File: src/rtl/fhr_pkg.sv
package fhr_pkg;

    typedef enum logic [2:0] {
        SLOT_SRC1   = 3'd0,
        SLOT_SRC2   = 3'd1,
        SLOT_EXEC   = 3'd2,
        SLOT_DST    = 3'd3,
        SLOT_BRANCH = 3'd4
    } slot_e;

    typedef struct packed {
        logic [3:0]  op;
        logic [3:0]  dst;
        logic [3:0]  src1;
        logic [3:0]  src2;
        logic [15:0] imm;
    } insn_t;

    function automatic logic [31:0] mk_store(input logic [3:0] op_st,
                                             input logic [3:0] rsel,
                                             input logic [15:0] addr);
        return {op_st, 4'h0, rsel, 4'h0, addr};
    endfunction

    function automatic logic [31:0] mk_branch(input logic [3:0] op_br,
                                              input logic [15:0] tgt);
        return {op_br, 12'h000, tgt};
    endfunction

endpackage

File: src/rtl/fhr_opsel.sv
module fhr_opsel #(
    parameter int          OPW  = 4,
    parameter logic [15:0] MASK = 16'h000E
) (
    input  logic [OPW-1:0] op,
    output logic           hit
);
    localparam int NOPS = 1 << OPW;

    logic [NOPS-1:0] match;

    for (genvar g = 0; g < NOPS; g++) begin : g_op
        assign match[g] = MASK[g] && (op == OPW'(g));
    end

    assign hit = |match;
endmodule

File: src/rtl/fhr_seqgen.sv
module fhr_seqgen
    import fhr_pkg::*;
#(
    parameter int          AW       = 16,
    parameter int          ISZ      = 4,
    parameter logic [3:0]  OP_ST    = 4'hD,
    parameter logic [3:0]  OP_BR    = 4'hF,
    parameter logic [15:0] CHK_ADDR = 16'hFFF0
) (
    input  slot_e          slot,
    input  insn_t          insn,
    input  logic [AW-1:0]  base,
    output logic [31:0]    word
);
    logic [AW-1:0] next_pc;

    assign next_pc = base + AW'(ISZ);

    always_comb begin
        unique case (slot)
            SLOT_SRC1:   word = mk_store(OP_ST, insn.src1, CHK_ADDR);
            SLOT_SRC2:   word = mk_store(OP_ST, insn.src2, CHK_ADDR);
            SLOT_EXEC:   word = insn;
            SLOT_DST:    word = mk_store(OP_ST, insn.dst, CHK_ADDR);
            SLOT_BRANCH: word = mk_branch(OP_BR, 16'(next_pc));
            default:     word = insn;
        endcase
    end
endmodule

File: src/rtl/fhr_capture.sv
module fhr_capture #(
    parameter int          AW       = 16,
    parameter int          DW       = 32,
    parameter int          OPW      = 4,
    parameter logic [15:0] CHK_ADDR = 16'hFFF0
) (
    input  logic           clk,
    input  logic           rst_n,
    input  logic           arm,
    input  logic [OPW-1:0] arm_op,
    input  logic           wr_en,
    input  logic [AW-1:0]  wr_addr,
    input  logic [DW-1:0]  wr_data,
    output logic           src1_vld,
    output logic           src2_vld,
    output logic           dst_vld,
    output logic [DW-1:0]  data,
    output logic [OPW-1:0] opcode
);
    localparam logic [1:0] CNT_DONE = 2'd3;

    typedef struct packed {
        logic [1:0]     cnt;
        logic           s1;
        logic           s2;
        logic           sd;
        logic [DW-1:0]  data;
        logic [OPW-1:0] op;
    } cap_t;

    cap_t cap_d, cap_q;
    logic hit_chk;

    assign hit_chk = wr_en && (wr_addr == AW'(CHK_ADDR));

    always_comb begin
        cap_d    = cap_q;
        cap_d.s1 = 1'b0;
        cap_d.s2 = 1'b0;
        cap_d.sd = 1'b0;
        if (arm) begin
            cap_d.cnt = 2'd0;
            cap_d.op  = arm_op;
        end else if (hit_chk && cap_q.cnt != CNT_DONE) begin
            cap_d.s1   = (cap_q.cnt == 2'd0);
            cap_d.s2   = (cap_q.cnt == 2'd1);
            cap_d.sd   = (cap_q.cnt == 2'd2);
            cap_d.data = wr_data;
            cap_d.cnt  = cap_q.cnt + 2'd1;
        end
    end

    always_ff @(posedge clk or negedge rst_n) begin
        if (!rst_n) begin
            cap_q     <= '0;
            cap_q.cnt <= CNT_DONE;
        end else begin
            cap_q <= cap_d;
        end
    end

    assign src1_vld = cap_q.s1;
    assign src2_vld = cap_q.s2;
    assign dst_vld  = cap_q.sd;
    assign data     = cap_q.data;
    assign opcode   = cap_q.op;
endmodule

File: src/rtl/fetch_harden_rewriter.sv
module fetch_harden_rewriter
    import fhr_pkg::*;
#(
    parameter int          AW          = 16,
    parameter int          ISZ         = 4,
    parameter logic [15:0] HARDEN_MASK = 16'h000E,
    parameter logic [3:0]  OP_ST       = 4'hD,
    parameter logic [3:0]  OP_BR       = 4'hF,
    parameter logic [15:0] CHK_ADDR    = 16'hFFF0
) (
    input  logic          clk,
    input  logic          rst_n,
    input  logic          cpu_rd,
    input  logic [AW-1:0] cpu_addr,
    input  logic [31:0]   mem_rdata,
    output logic          mem_rd,
    output logic [31:0]   cpu_rdata,
    input  logic          dbus_we,
    input  logic [AW-1:0] dbus_addr,
    input  logic [31:0]   dbus_wdata,
    output logic          cap_src1_vld,
    output logic          cap_src2_vld,
    output logic          cap_dst_vld,
    output logic [31:0]   cap_data,
    output logic [3:0]    cap_opcode
);
    typedef struct packed {
        logic          active;
        slot_e         slot;
        insn_t         insn;
        logic [AW-1:0] base;
    } seq_t;

    seq_t          seq_d, seq_q;
    insn_t         mem_insn;
    logic          hit;
    logic          trig;
    logic          seq_active;
    slot_e         gen_slot;
    insn_t         gen_insn;
    logic [31:0]   gen_word;

    assign mem_insn   = mem_rdata;
    assign seq_active = seq_q.active;

    fhr_opsel #(.OPW(4), .MASK(HARDEN_MASK)) u_opsel (
        .op  (mem_insn.op),
        .hit (hit)
    );

    assign trig     = cpu_rd && !seq_q.active && hit;
    assign gen_slot = seq_q.active ? seq_q.slot : SLOT_SRC1;
    assign gen_insn = seq_q.active ? seq_q.insn : mem_insn;

    fhr_seqgen #(
        .AW(AW), .ISZ(ISZ), .OP_ST(OP_ST), .OP_BR(OP_BR), .CHK_ADDR(CHK_ADDR)
    ) u_seqgen (
        .slot (gen_slot),
        .insn (gen_insn),
        .base (seq_q.base),
        .word (gen_word)
    );

    always_comb begin
        seq_d = seq_q;
        if (trig) begin
            seq_d.active = 1'b1;
            seq_d.slot   = SLOT_SRC2;
            seq_d.insn   = mem_insn;
            seq_d.base   = cpu_addr;
        end else if (cpu_rd && seq_q.active) begin
            if (seq_q.slot == SLOT_BRANCH) begin
                seq_d.active = 1'b0;
                seq_d.slot   = SLOT_SRC1;
            end else begin
                seq_d.slot = slot_e'(seq_q.slot + 3'd1);
            end
        end
    end

    always_ff @(posedge clk or negedge rst_n) begin
        if (!rst_n) begin
            seq_q      <= '0;
            seq_q.slot <= SLOT_SRC1;
        end else begin
            seq_q <= seq_d;
        end
    end

    assign mem_rd    = cpu_rd && !seq_q.active;
    assign cpu_rdata = (seq_q.active || hit) ? gen_word : mem_rdata;

    fhr_capture #(.AW(AW), .DW(32), .OPW(4), .CHK_ADDR(CHK_ADDR)) u_capture (
        .clk      (clk),
        .rst_n    (rst_n),
        .arm      (trig),
        .arm_op   (mem_insn.op),
        .wr_en    (dbus_we),
        .wr_addr  (dbus_addr),
        .wr_data  (dbus_wdata),
        .src1_vld (cap_src1_vld),
        .src2_vld (cap_src2_vld),
        .dst_vld  (cap_dst_vld),
        .data     (cap_data),
        .opcode   (cap_opcode)
    );
endmodule

File: config.mk
export PLATFORM = sky130hd
export DESIGN_NAME = fetch_harden_rewriter
export DESIGN_NICKNAME = d
export VERILOG_FILES = /design/src/rtl/fhr_pkg.sv /design/src/rtl/fhr_opsel.sv /design/src/rtl/fhr_seqgen.sv /design/src/rtl/fhr_capture.sv /design/src/rtl/fetch_harden_rewriter.sv
export SDC_FILE = /design/constraint.sdc
export NUM_CORES = 1
export LEC_CHECK = 0
export BUFFER_PORTS_ARGS = -buffer_cell sky130_fd_sc_hd__buf_2
export CORE_UTILIZATION = 40
export DETAILED_ROUTE_END_ITERATION = 6
export GPL_TIMING_DRIVEN = 0
export PLACE_DENSITY = 0.75
export SYNTH_ARGS = -nofsm -noshare
export SYNTH_HDL_FRONTEND = slang
export SYNTH_HIERARCHICAL = 1
export SYNTH_SLANG_ARGS = --single-unit
File: constraint.sdc
create_clock -name clk -period 4.4 [get_ports clk]
set_input_delay 0.44 -clock clk [delete_from_list [all_inputs] [get_ports clk]]
set_output_delay 0.44 -clock clk [all_outputs]
set_load 0.03 [all_outputs]
### After elaboration in Yosys (flattened, before gate mapping)

Cells that the tools add are included.

* register bits: 89
* input port bits: 100
* output and inout port bits: 72

* $add $sub $neg: 3
* equal/unequal tests: 11
* muxes and demuxes: 11
* bitwise operators: 1
* reductions and logical operators: 15

Operators by type and width (count)
* one-hot mux 32 bit (4 select lines): 1
* 2-to-1 mux 32 bit: 2
* 2-to-1 mux 37 bit: 1
* 2-to-1 mux 35 bit: 1
* adder 16 x 3 -> 16 bit (second input constant): 1
* equality test 16 bit (second input constant): 1
* equality test 4 x 2 -> 1 bit (second input constant): 2
* 2-to-1 mux 4 bit: 2
* equality test 3 bit (second input constant): 2
* 2-to-1 mux 3 bit: 2
* nonzero test 2 bit: 3
* logical AND 1 bit: 5
* equality test 4 x 1 -> 1 bit (second input constant): 1
* AND reduction 2 bit: 2
* adder 3 x 1 -> 3 bit (second input constant): 1
* equality test 3 x 1 -> 1 bit (second input constant): 1
* equality test 3 x 2 -> 1 bit (second input constant): 1
* logical NOT 3 bit: 1
* OR reduction 3 bit: 1
* adder 2 x 1 -> 2 bit (second input constant): 1
* equality test 2 x 1 -> 1 bit (second input constant): 1
* equality test 2 bit (second input constant): 1
* logical NOT 2 bit: 1
* 2-to-1 mux 2 bit: 1
* 5 further kinds: 5

### Logic depth before layout (Yosys ltp)

Gate-level depths: netlist of run 1.

* depth after elaboration: 5
* mapped depth: 10
* mapped depth without buffers: 7

### Modules after synthesis

Netlist of run 1, hierarchy kept.

Modules (own cells, without submodules)
* fetch_harden_rewriter: times used 1, cells an instance 199, area an instance 2812.7 sq um, seq. area each 1301.2 sq um
* fhr_capture: times used 1, cells an instance 145, area an instance 2084.5 sq um, seq. area each 1028.5 sq um
* fhr_seqgen: times used 1, cells an instance 105, area an instance 683.2 sq um, seq. area each 0.0 sq um
* fhr_opsel: times used 1, cells an instance 2, area an instance 13.8 sq um, seq. area each 0.0 sq um

### Worst setup path after synthesis of run 1

No wires, ideal clock.

* path type: register to output
* from: reg seq_q (netlist bit seq_active)
* to: out cpu_rdata[0]
* arrival time: 2219 ps
* required time: 3960 ps
* setup slack: 1741 ps
* stages on the path, launching flop included: 9
* path buffers: 4
* cells stage by stage: dfrtp_1 buf_4 buf_2 and2_1 clkbuf_2 mux2_2 clkbuf_1 a22o_1 mux2_2

* cells in the longest elaborated chain, start to end: 4
* elaborated cells on any way between the ends: 9
* classes of those cells: 3 x eq/ne; 4 x mux; 2 x reduce/logical

Ends and longest elaborated chain
* from (decl): line fetch_harden_rewriter.sv:34 `seq_t seq_d, seq_q;`
* from (signal assigned): line fetch_harden_rewriter.sv:86 `seq_q <= seq_d;`
* 2-to-1 mux 3 bit (*): line fetch_harden_rewriter.sv:52 `assign gen_slot = seq_q.active ? seq_q.slot : SLOT_SRC1;`
* named net gen_slot[0]: line fetch_harden_rewriter.sv:39 `slot_e gen_slot;`
* equality test 3 bit (tied with other cells): line fhr_seqgen.sv:20 `unique case (slot)`
* one-hot mux 32 bit (4 select lines) (*): line fhr_seqgen.sv:20
* named net gen_word[0]: line fetch_harden_rewriter.sv:41 `logic [31:0] gen_word;`
* 2-to-1 mux 32 bit (*): line fetch_harden_rewriter.sv:91 `assign cpu_rdata = (seq_q.active || hit) ? gen_word : mem_rdata;`
* to (decl): line fetch_harden_rewriter.sv:17 `output logic [31:0] cpu_rdata,`

The timed path passes the listed nets; every way through them passes the cells marked *.

### Worst setup path after layout of run 1

* from: reg seq_q (netlist bit seq_active)
* to: out cpu_rdata[27]

The elaborated chain is that of the path after synthesis.

==> results of run 1 <==
==> power by group through the flow <==
stage | clock network, W | logic, W | registers, W
after floorplan | 0 | 0.00158 | 0.00127
after global routing | 0.000827 | 0.00221 | 0.00135
after CTS | 0.000792 | 0.00207 | 0.00131
final | 0.000765 | 0.00206 | 0.00132
after global placement | 0 | 0.00201 | 0.00130
after detailed placement | 0 | 0.00206 | 0.00133
==> worst max-delay path, cell delays in order (launching register included) <==
cell and delay (ns):
dfrtp_1 0.46, buf_4 0.23, buf_2 0.28, and2_1 0.16, clkbuf_1 0.38, mux2_2 0.37, clkbuf_1 0.46, and2_1 0.21
mux2_2 0.16, buf_2 0.19
==> cell type report <==
class,instances,area [um2],area share
clock buffer,10,229,0.0327
multi-input combinational,285,2750,0.393
tap,176,220,0.0315
clock inverter,6,63.8,0.00913
inverter,13,48.8,0.00698
timing repair buffer,172,886,0.127
buffer,60,468,0.0669
sequential,93,2330,0.333
==> state kept, by name, indices dropped and copies added, names as in the netlist <==
register / count
u_capture/dst_vld: 1
u_capture/opcode: 4
u_capture/cap_q: 2
u_capture/src2_vld: 1
seq_q: 51
u_capture/src1_vld: 1
seq_active: 1
u_capture/data: 32
==> per-layer routing <==
| metal | track usage | part of all wire | vias up |
|---|---|---|---|
| li1 | - | - | 1958 |
| met1 | 0.236 | 0.41 | 2031 |
| met2 | 0.339 | 0.52 | 115 |
| met3 | 0.0316 | 0.043 | 24 |
| met4 | 0.0772 | 0.021 | 0 |
| met5 | 0 | 0 | - |
==> logic make-up (layout without fill, tap and decap cells) <==
logic type / Yosys count / after routing / share of synthesized area
buffers and inverters: 73 / 261 / 0.0924
adders and majority gates: 7 / 7 / 0.0157
xor gates and xnor gates: 2 / 2 / 0.00313
muxes: 150 / 150 / 0.322
DFF: 93 / 93 / 0.416
and+or+nand+nor: 83 / 83 / 0.0930
AOI/OAI and AO/OA: 43 / 43 / 0.0575
==> path summary, 6_finish.rpt <==
kind | startpoint | endpoint | cells past startpoint
max | seq_active | cpu_rdata[27] | 9
min | rst_n | u_capture/data[1] | 1
max reg2reg | u_capture/cap_q[39] | u_capture/data[22] | 6
min reg2reg | seq_q[41] | seq_q[41] | 1
max in group asynchronous | rst_n | u_capture/cap_q[40] | 2
min in group clk | cpu_addr[1] | seq_q[1] | 2
==> stage by stage <==
step	area, um2	power, W	utilization	hold slack [ns]
final	6990	0.00414	0.520	-0.00245
after global routing	6990	0.00439	0.520	0.0196
after CTS	6990	0.00417	0.520	0.00224
after detailed placement	6700	0.00339	0.498	0.378
after global placement	6670	0.00331	0.496	0.481
after floorplan	5590	0.00285	-	0.144
==> placed cells by master, fill, tap and decap left out, types with 4 or more instances in the layout <==
| cell type | count |
|---|---|
| a21oi_1 | 6 |
| clkbuf_16 | 9 |
| clkbuf_1 | 7 |
| inv_1 | 13 |
| ha_1 | 7 |
| or3_1 | 5 |
| buf_6 | 6 |
| o21ai_0 | 7 |
| buf_4 | 38 |
| o221a_2 | 5 |
| or4_1 | 6 |
| nor2_1 | 11 |
| mux2_2 | 118 |
| dfrtp_1 | 91 |
| mux2_4 | 30 |
| and2_1 | 13 |
| o31ai_1 | 4 |
| nand2_1 | 15 |
| a31oi_1 | 7 |
| buf_2 | 177 |
| or2_2 | 4 |
==> summary.txt, run 1 <==
Clock network
  – Root Driver: clkbuf_16
  – Clk buf depth: 2
  – # clock sinks: 93
  – Worst skew pair latency: 0.34 ns
  – Post-cts sizing count: 0
  – Clock slew at reported path FFs: 0.07 ns
  – CTS Hold Bufs: 0
  – TritonCTS clock tree: built
  – H-tree depth: 3
  – CTS buffer count: 9
  – Post CTS Setup Buffer Count: 0

Routing
  – WL per Instance: 16.6 um
  – DR vias/cell: 5.07
  – Total wire length: 13.6 mm
  – Vias: 4,128
  – Initial DRC count: 214
  – DR pass1 iterations: 4
  – Antenna viol nets, final: 0
  – DRC: 0

Timing
  – Worst-Margin Slew: 0.569 ns
  – Final Skew: 0.00819 ns
  – Hold Slack: -0.00245 ns
  – RSZ-0062 raised after global routing: false
  – Normalized max-slew margin: 0.621
  – FMAX: 270 MHz
  – Period utilization: 0.842
  – Final Hold Vio Count: 3
  – Min Tclk post-route: 3.71 ns
  – Final setup fails: 0
  – Post-route setup slack: 0.694 ns
  – Setup TNS: 0 ns
  – Final Max Tran Viols: 0

Power
  – Power Internal: 0.00251 W
  – Switch Pwr: 0.00163 W
  – Peak VDD IR: 414 uV
  – Switching Fraction: 0.394
  – Static leakage: 3.53 nW
  – Flop pwr share: 0.318
  – Comb pwr share: 0.497
  – PD cells: 593 nW/um2
  – Clock Power Share: 0.185

Worst setup path
  – R2R setup slack: 2.13 ns
  – CP startpoint kind: flop
  – CP Class: flop to output port
  – Critical path arrival: 3.27 ns
  – Critical path peak fanout: 10
  – Critical Path Sink Type: output port
  – Data required, critical path: 3.96 ns

Synth
  – Area share of the largest cell type after synthesis: 0.407
  – Top FF cell, synth: dfrtp_1
  – Post-synth top area cell: dfrtp_1
  – Top-count cell post-synth: mux2_2
  – YS warnings: 6
  – Synth top cells by count: mux2_2 (118), dfrtp_1 (91), buf_4 (37)
  – Top post-synthesis cells by area: dfrtp_1 (41%), mux2_2 (24%), mux2_4 (8.1%)
  – Avg Cell Area, Syn: 12.4 um2
  – Post-synth EDFFs: 0
  – Yosys reg bits: 93
  – Post-synth net total: 558
  – Synth cell types: 55
  – Sequential share of the synthesized area: 0.416
  – Synthesized area: 5590 um2
  – Mapped Cells: 451
  – Asr flop ratio synth: 1.00

Die
  – Top Ports: 172
  – Core area: 13,500 um2
  – Cell row count: 42
  – Die width: 120 um
  – Initial core utilization: 0.416
  – Die H: 120 um
  – Die area: 14,500 um2

Placed design
  – Placed insts: 799
  – Dpl ws: 1.11 ns
  – IO buf count: 171
  – HPWL Detailed: 10.4 mm
  – RePlAce Congestion: 0.824

Global route
  – First-pass GRT wire length: 21.8 mm
  – Number of global-route vias before repair: 4,365
  – Tot GR Track Use: 0.193
  – Largest net degree at the start of global routing: 70
  – Number of antenna violations at the first check in global routing: 0
  – GR Overflow Total: 0

Run status
  – Status: complete, but fails checks
  – Failing checks: negative hold slack

Final layout
  – Ant diodes: 0
  – Final cell count without fillers: 815
  – Nets: 741
  – Area Growth Syn to Fin: 25.0%
  – # fillers: 1,243
  – Share of cells above drive strength 1: 0.643

Min path
  – Min-Delay Path Class: input port to async pin

Flow run
  – Max-Cap Viols: 0
Power figures use the tool's default switching activity.
==> run 2, diff against run 1 <==
==> constraint.sdc (replaced) <==
create_clock -name clk -period 3.5 [get_ports clk]
set_input_delay 0.35 -clock clk [delete_from_list [all_inputs] [get_ports clk]]
set_output_delay 0.35 -clock clk [all_outputs]
set_load 0.03 [all_outputs]
==> summary.txt, run 2 (synthesis gave the netlist of run 1 again) <==
Timing
  – Final setup fails: 0 (unchanged)
  – Final Max Tran Viols: 0 (unchanged)
  – Worst-Margin Slew: 0.483 ns (-0.0854 ns)
  – FMAX: 309 MHz
  – Setup TNS: 0 ns (unchanged)
  – Normalized max-slew margin: 0.678 (+0.0570)
  – Final Hold Vio Count: 0 (-3)
  – Hold Slack: 0.233 ns (+0.236 ns)
  – RSZ-0062 raised after global routing: false
  – Period utilization: 0.925
  – Final Skew: 0.00709 ns (-0.00110 ns)
  – Min Tclk post-route: 3.24 ns

Final layout
  – Final instance area: 7010 um2 (+0.21%)
  – Ant diodes: 0 (unchanged)
  – Commonest non-fill, non-tap cell in the layout: buf_2
  – # fillers: 1,243 (unchanged)
  – Register Area: 2330 um2 (unchanged)
  – Multi-input gate area: 2760 um2 (+0.36%)
  – Nets: 740 (-0.13%)
  – Commonest cells after routing, fill and taps aside: buf_2 (176), mux2_2 (118), dfrtp_1 (91), buf_4 (38), mux2_4 (30)
  – Area Growth Syn to Fin: 25.3%
  – Share of cells above drive strength 1: 0.649 (+0.00571)
  – Max FFs per register: 51 (unchanged)
  – Largest Register: seq_q

Routing
  – DRC: 0 (unchanged)
  – Initial DRC count: 220 (+2.8%)
  – WL per Instance: 16.6 um (about the same)
  – Total wire length: 13.5 mm (-0.16%)
  – Vias: 4,128 (unchanged)
  – DR pass1 iterations: 4 (unchanged)
  – Antenna viol nets, final: 0 (unchanged)
  – DR vias/cell: 5.07 (+0.12%)

Die
  – Top Ports: 172 (unchanged)
  – Core area: 13,500 um2 (unchanged)
  – Die area: 14,500 um2 (unchanged)
  – Cell row count: 42 (unchanged)
  – Initial core utilization: 0.416 (unchanged)
  – Die H: 120 um (unchanged)
  – Die width: 120 um (unchanged)

Min path
  – Endpoint with the worst hold slack: u_capture/data[14]
  – WHS Path Cells: 2
  – Min-Delay Path Class: input port to flop
  – Min-delay src: dbus_wdata[14]

Placed design
  – RePlAce Congestion: 0.824 (unchanged)
  – HPWL Detailed: 10.4 mm (unchanged)
  – IO buf count: 171 (unchanged)
  – Placed instance area: 6700 um2 (unchanged)

Power
  – Static leakage: 3.54 nW (+0.23%)
  – PD cells: 745 nW/um2 (+26%)
  – Peak VDD IR: 522 uV (+26%)

Clock network
  – Post CTS Setup Buffer Count: 0 (unchanged)
  – Root Driver: clkbuf_16
  – Clock slew at reported path FFs: 0.07 ns (about the same)
  – # clock sinks: 93 (unchanged)
  – TritonCTS clock tree: built
  – CTS buffer count: 9 (unchanged)
  – Worst skew pair latency: 0.34 ns (about the same)
  – Clk buf depth: 2 (unchanged)
  – H-tree depth: 3 (unchanged)

Global route
  – Tot GR Track Use: 0.193 (-0.000205)
  – Number of antenna violations at the first check in global routing: 0 (unchanged)
  – GR Overflow Total: 0 (unchanged)
  – Largest net degree at the start of global routing: 70 (unchanged)
  – First-pass GRT wire length: 21.7 mm (about the same)
  – Number of global-route vias before repair: 4,366 (+0.023%)

Worst setup path
  – Worst setup path start: seq_active
  – Critical path arrival: 2.89 ns (-0.38 ns)
  – R2R depth: 6 (unchanged)
  – Critical path peak fanout: 19 (+9)
  – Critical Path Sink Type: output port
  – CP Class: flop to output port
  – Reg-to-reg critical path startpoint: u_capture/cap_q[39]
  – R2R Path End: u_capture/data[22]
  – CP startpoint kind: flop
  – Data required, critical path: 3.15 ns (-0.81 ns)
  – R2R setup slack: 1.23 ns (-0.90 ns)

Flow run
  – Max-Cap Viols: 0 (unchanged)

Run status
  – Status: complete, no violations
run 2: cell types whose count changed in the layout (fill, tap and decap cells not counted), sizes merged:
cell / before / now
clkbuf: 17 / 15
dlygate4sd3: 0 / 1
run 2: layout make-up:
type,instances,share of cell area
multi-input combinational,285,0.394
sequential,93,0.332
timing repair buffer,173,0.128
buffer,58,0.0661
clock buffer,10,0.0327
tap,176,0.0314
clock inverter,6,0.00911
inverter,13,0.00696
run 2: through the flow:
| step | worst slack, ns | utilization | total power (W) | instances |
|---|---|---|---|---|
| final | 0.261 | 0.521 | 0.00522 | 814 |
| after floorplan | 0.931 | - | 0.00358 | 451 |
| after detailed placement | 0.304 | 0.498 | 0.00426 | 799 |
| after global routing | 0.130 | 0.521 | 0.00553 | 814 |
| after CTS | 0.00652 | 0.521 | 0.00525 | 816 |
| after global placement | 0.340 | 0.496 | 0.00416 | 798 |
run 2: timing repair:
| item | in CTS | in global routing |
|---|---|---|
| resized for setup | 2 | 5 |
| endpoints found under the setup margin | 13 | 24 |
| pin swaps | 0 | 0 |
| hold buffers | 1 | 0 |
| endpoints found under the hold margin | 24 | 0 |
run 2: routing by layer:
| layer | GRT usage | routed length, um | vias to the layer above | share of wire |
|---|---|---|---|---|
| met5 | 0 | 0 | - | 0 |
| met4 | 0.0772 | 291 | 0 | 0.022 |
| met3 | 0.0316 | 556 | 29 | 0.041 |
| met2 | 0.338 | 7120 | 118 | 0.53 |
| met1 | 0.235 | 5570 | 2027 | 0.41 |
| li1 | - | - | 1954 | - |
run 2: how the worst max path moves through the flow:
stage	end	slack, ns	cells after the start
2_1_floorplan	cpu_rdata[0]	0.93	8
3_3_place_gp	cpu_rdata[27]	0.34	9
3_5_place_dp	cpu_rdata[27]	0.30	9
4_1_cts	cpu_rdata[11]	0.007	9
5_1_grt	cpu_rdata[0]	0.13	8
6_report	cpu_rdata[0]	0.26	8
run 2: where the power goes:
part	switching (W)	leakage [nW]	internal, W
Combinational	0.00139	2.22	0.00121
Sequential	0.000254	1.18	0.00140
Clock	0.000408	0.138	0.000552
run 2: critical path, stage by stage (launching register included):
cell and delay [ns]:
dfrtp_1 0.45, buf_4 0.30, and2_1 0.16, clkbuf_2 0.22, mux2_2 0.45, clkbuf_2 0.25, a22o_1 0.28, mux2_2 0.25
buf_2 0.17
==> run 3, diff against run 2 <==
--- a/config.mk
+++ b/config.mk
@@ -6,10 +6,10 @@
 export NUM_CORES = 1
 export LEC_CHECK = 0
 export BUFFER_PORTS_ARGS = -buffer_cell sky130_fd_sc_hd__buf_2
-export CORE_UTILIZATION = 40
+export CORE_UTILIZATION = 52
 export DETAILED_ROUTE_END_ITERATION = 6
 export GPL_TIMING_DRIVEN = 0
-export PLACE_DENSITY = 0.75
+export PLACE_DENSITY = 0.91
 export SYNTH_ARGS = -nofsm -noshare
 export SYNTH_HDL_FRONTEND = slang
 export SYNTH_HIERARCHICAL = 1
==> summary.txt, run 3 (synthesis gave the netlist of run 1 again) <==
Clock network
  – Root Driver: clkbuf_8
  – TritonCTS clock tree: built
  – # clock sinks: 93 (unchanged)
  – CTS buffer count: 9 (unchanged)
  – Post CTS Setup Buffer Count: 0 (unchanged)
  – H-tree depth: 3 (unchanged)
  – Clk buf depth: 2 (unchanged)
  – Clock slew at reported path FFs: 0.10 ns (+0.03 ns)
  – Worst skew pair latency: 0.37 ns (+0.03 ns)

Die
  – Cell row count: 37 (-12%)
  – Die width: 106 um (-12%)
  – Die H: 106 um (-12%)
  – Die area: 11,200 um2 (-23%)
  – Core area: 10,400 um2 (-23%)
  – Top Ports: 172 (unchanged)
  – Initial core utilization: 0.539 (+0.124)

Placed design
  – HPWL Detailed: 10.0 mm (-3.6%)
  – RePlAce Congestion: 0.842 (+2.1%)
  – IO buf count: 171 (unchanged)

Global route
  – Largest net degree at the start of global routing: 64 (-8.6%)
  – Tot GR Track Use: 0.246 (+0.0525)
  – First-pass GRT wire length: 21.5 mm (-1.3%)
  – Number of global-route vias before repair: 4,379 (+0.30%)
  – GR Overflow Total: 0 (unchanged)
  – Number of antenna violations at the first check in global routing: 0 (unchanged)

Timing
  – Final Max Tran Viols: 0 (unchanged)
  – Setup TNS: 0 ns (unchanged)
  – Period utilization: 0.960 (+0.0347)
  – Final setup fails: 0 (unchanged)
  – Final Hold Vio Count: 0 (unchanged)
  – RSZ-0062 raised after global routing: false
  – Final Skew: 0.00749 ns (+0.000401 ns)
  – Worst-Margin Slew: 0.467 ns (-0.0160 ns)
  – FMAX: 298 MHz (-3.6%)
  – Min Tclk post-route: 3.36 ns (+0.122 ns)
  – Normalized max-slew margin: 0.689 (+0.0107)

Routing
  – DR vias/cell: 5.36 (+5.7%)
  – DR pass1 iterations: 6 (+2)
  – Antenna viol nets, final: 0 (unchanged)
  – Total wire length: 13.2 mm (-2.3%)
  – WL per Instance: 17.1 um (+2.7%)
  – Vias: 4,150 (+0.53%)
  – DRC: 1 (+1)
  – Initial DRC count: 260 (+18%)

Final layout
  – Ant diodes: 0 (unchanged)
  – Max FFs per register: 51 (unchanged)
  – Largest Register: seq_q
  – # fillers: 807 (-35%)
  – Share of cells above drive strength 1: 0.652 (+0.00313)
  – Commonest non-fill, non-tap cell in the layout: buf_2
  – Commonest cells after routing, fill and taps aside: buf_2 (177), mux2_2 (118), dfrtp_1 (91), buf_4 (38), mux2_4 (30)
  – Multi-input gate area: 2750 um2 (-0.23%)
  – Area Growth Syn to Fin: 22.4%
  – Nets: 740 (unchanged)
  – Register Area: 2330 um2 (unchanged)

Run status
  – Status: complete, but fails checks
  – Failing checks: design-rule violations

Min path
  – WHS Path Cells: 2 (unchanged)
  – Min-Delay Path Class: input port to flop

Worst setup path
  – CP Class: flop to output port
  – Critical path peak fanout: 10 (-9)
  – R2R depth: 6 (unchanged)
  – Critical Path Sink Type: output port
  – Data required, critical path: 3.15 ns (about the same)
  – Critical path arrival: 3.01 ns (+0.12 ns)
  – R2R setup slack: 1.22 ns (about the same)
  – CP startpoint kind: flop

Power
  – Pwr Total: 0.00493 W (-5.5%)
  – PD cells: 720 nW/um2 (-3.3%)
  – Peak VDD IR: 467 uV (-11%)
  – Static leakage: 3.51 nW (-1.0%)

Flow run
  – Max-Cap Viols: 0 (unchanged)
==> run 3: cell types whose count changed in the layout (fill, tap and decap cells not counted), moves of 2 or more <==
cell	before	now
clkbuf_8	0	10
inv_8	0	2
clkinvlp_4	2	0
clkbuf_16	9	0
==> run 3: layer usage <==
layer,wire [um],up-vias,global-route usage
met5,0,-,0
met4,437,0,0.121
met3,444,33,0.0365
met2,6960,126,0.430
met1,5370,2032,0.294
li1,-,1959,-
==> run 3: worst paths after layout <==
check                                          from             endpoint
worst min-delay path                 dbus_wdata[11]   u_capture/data[11]
max in group asynchronous                     rst_n  u_capture/cap_q[40]
worst max register to register  u_capture/cap_q[39]   u_capture/data[26]
min in group asynchronous                     rst_n    u_capture/data[2]
worst max-delay path                     seq_active         cpu_rdata[7]
worst min register to register            seq_q[41]            seq_q[41]
==> run 3: final cells by class <==
cell class,count,share of cell area
flip-flops and latches,93,0.340
clock inverters,6,0.00676
inverters,13,0.00713
multi-input cells,285,0.402
well taps,136,0.0249
clock buffers,10,0.0201
plain buffers,58,0.0682
repair buffers,173,0.131
==> run 3: through the flow <==
| stage | setup slack (ns) | instance area, um2 | hold slack, ns | cells | utilization |
|---|---|---|---|---|---|
| after floorplan | 0.931 | 5590 | 0.0544 | 451 | - |
| after global placement | 0.412 | 6620 | 0.480 | 758 | 0.638 |
| after detailed placement | 0.371 | 6650 | 0.317 | 759 | 0.641 |
| after CTS | 0.0576 | 6840 | 0.183 | 775 | 0.660 |
| after global routing | 0.00442 | 6850 | 0.182 | 774 | 0.660 |
| final | 0.140 | 6850 | 0.201 | 774 | 0.660 |
==> run 3: worst max-delay path: stages, from the launching register on <==
cell	delay [ns]
dfrtp_1	0.46
buf_4	0.21
buf_2	0.20
and2_1	0.33
nor3b_2	0.42
inv_1	0.18
o32a_1	0.40
mux2_2	0.26
buf_2	0.17
==> run 3: report_power, final <==
group / leakage (nW) / internal (W) / switching (W)
clock network: 0.0998 / 0.000285 / 0.000403
registers: 1.18 / 0.00140 / 0.000251
logic: 2.22 / 0.00121 / 0.00138
total: 3.51 / 0.00290 / 0.00204
==> run 3: repair_timing <==
item	4_1_cts	5_1_grt
pin swaps	0	0
gates resized for setup	2	5
hold endpoints to repair	30	0
setup endpoints to repair	6	17
hold buffers	1	0
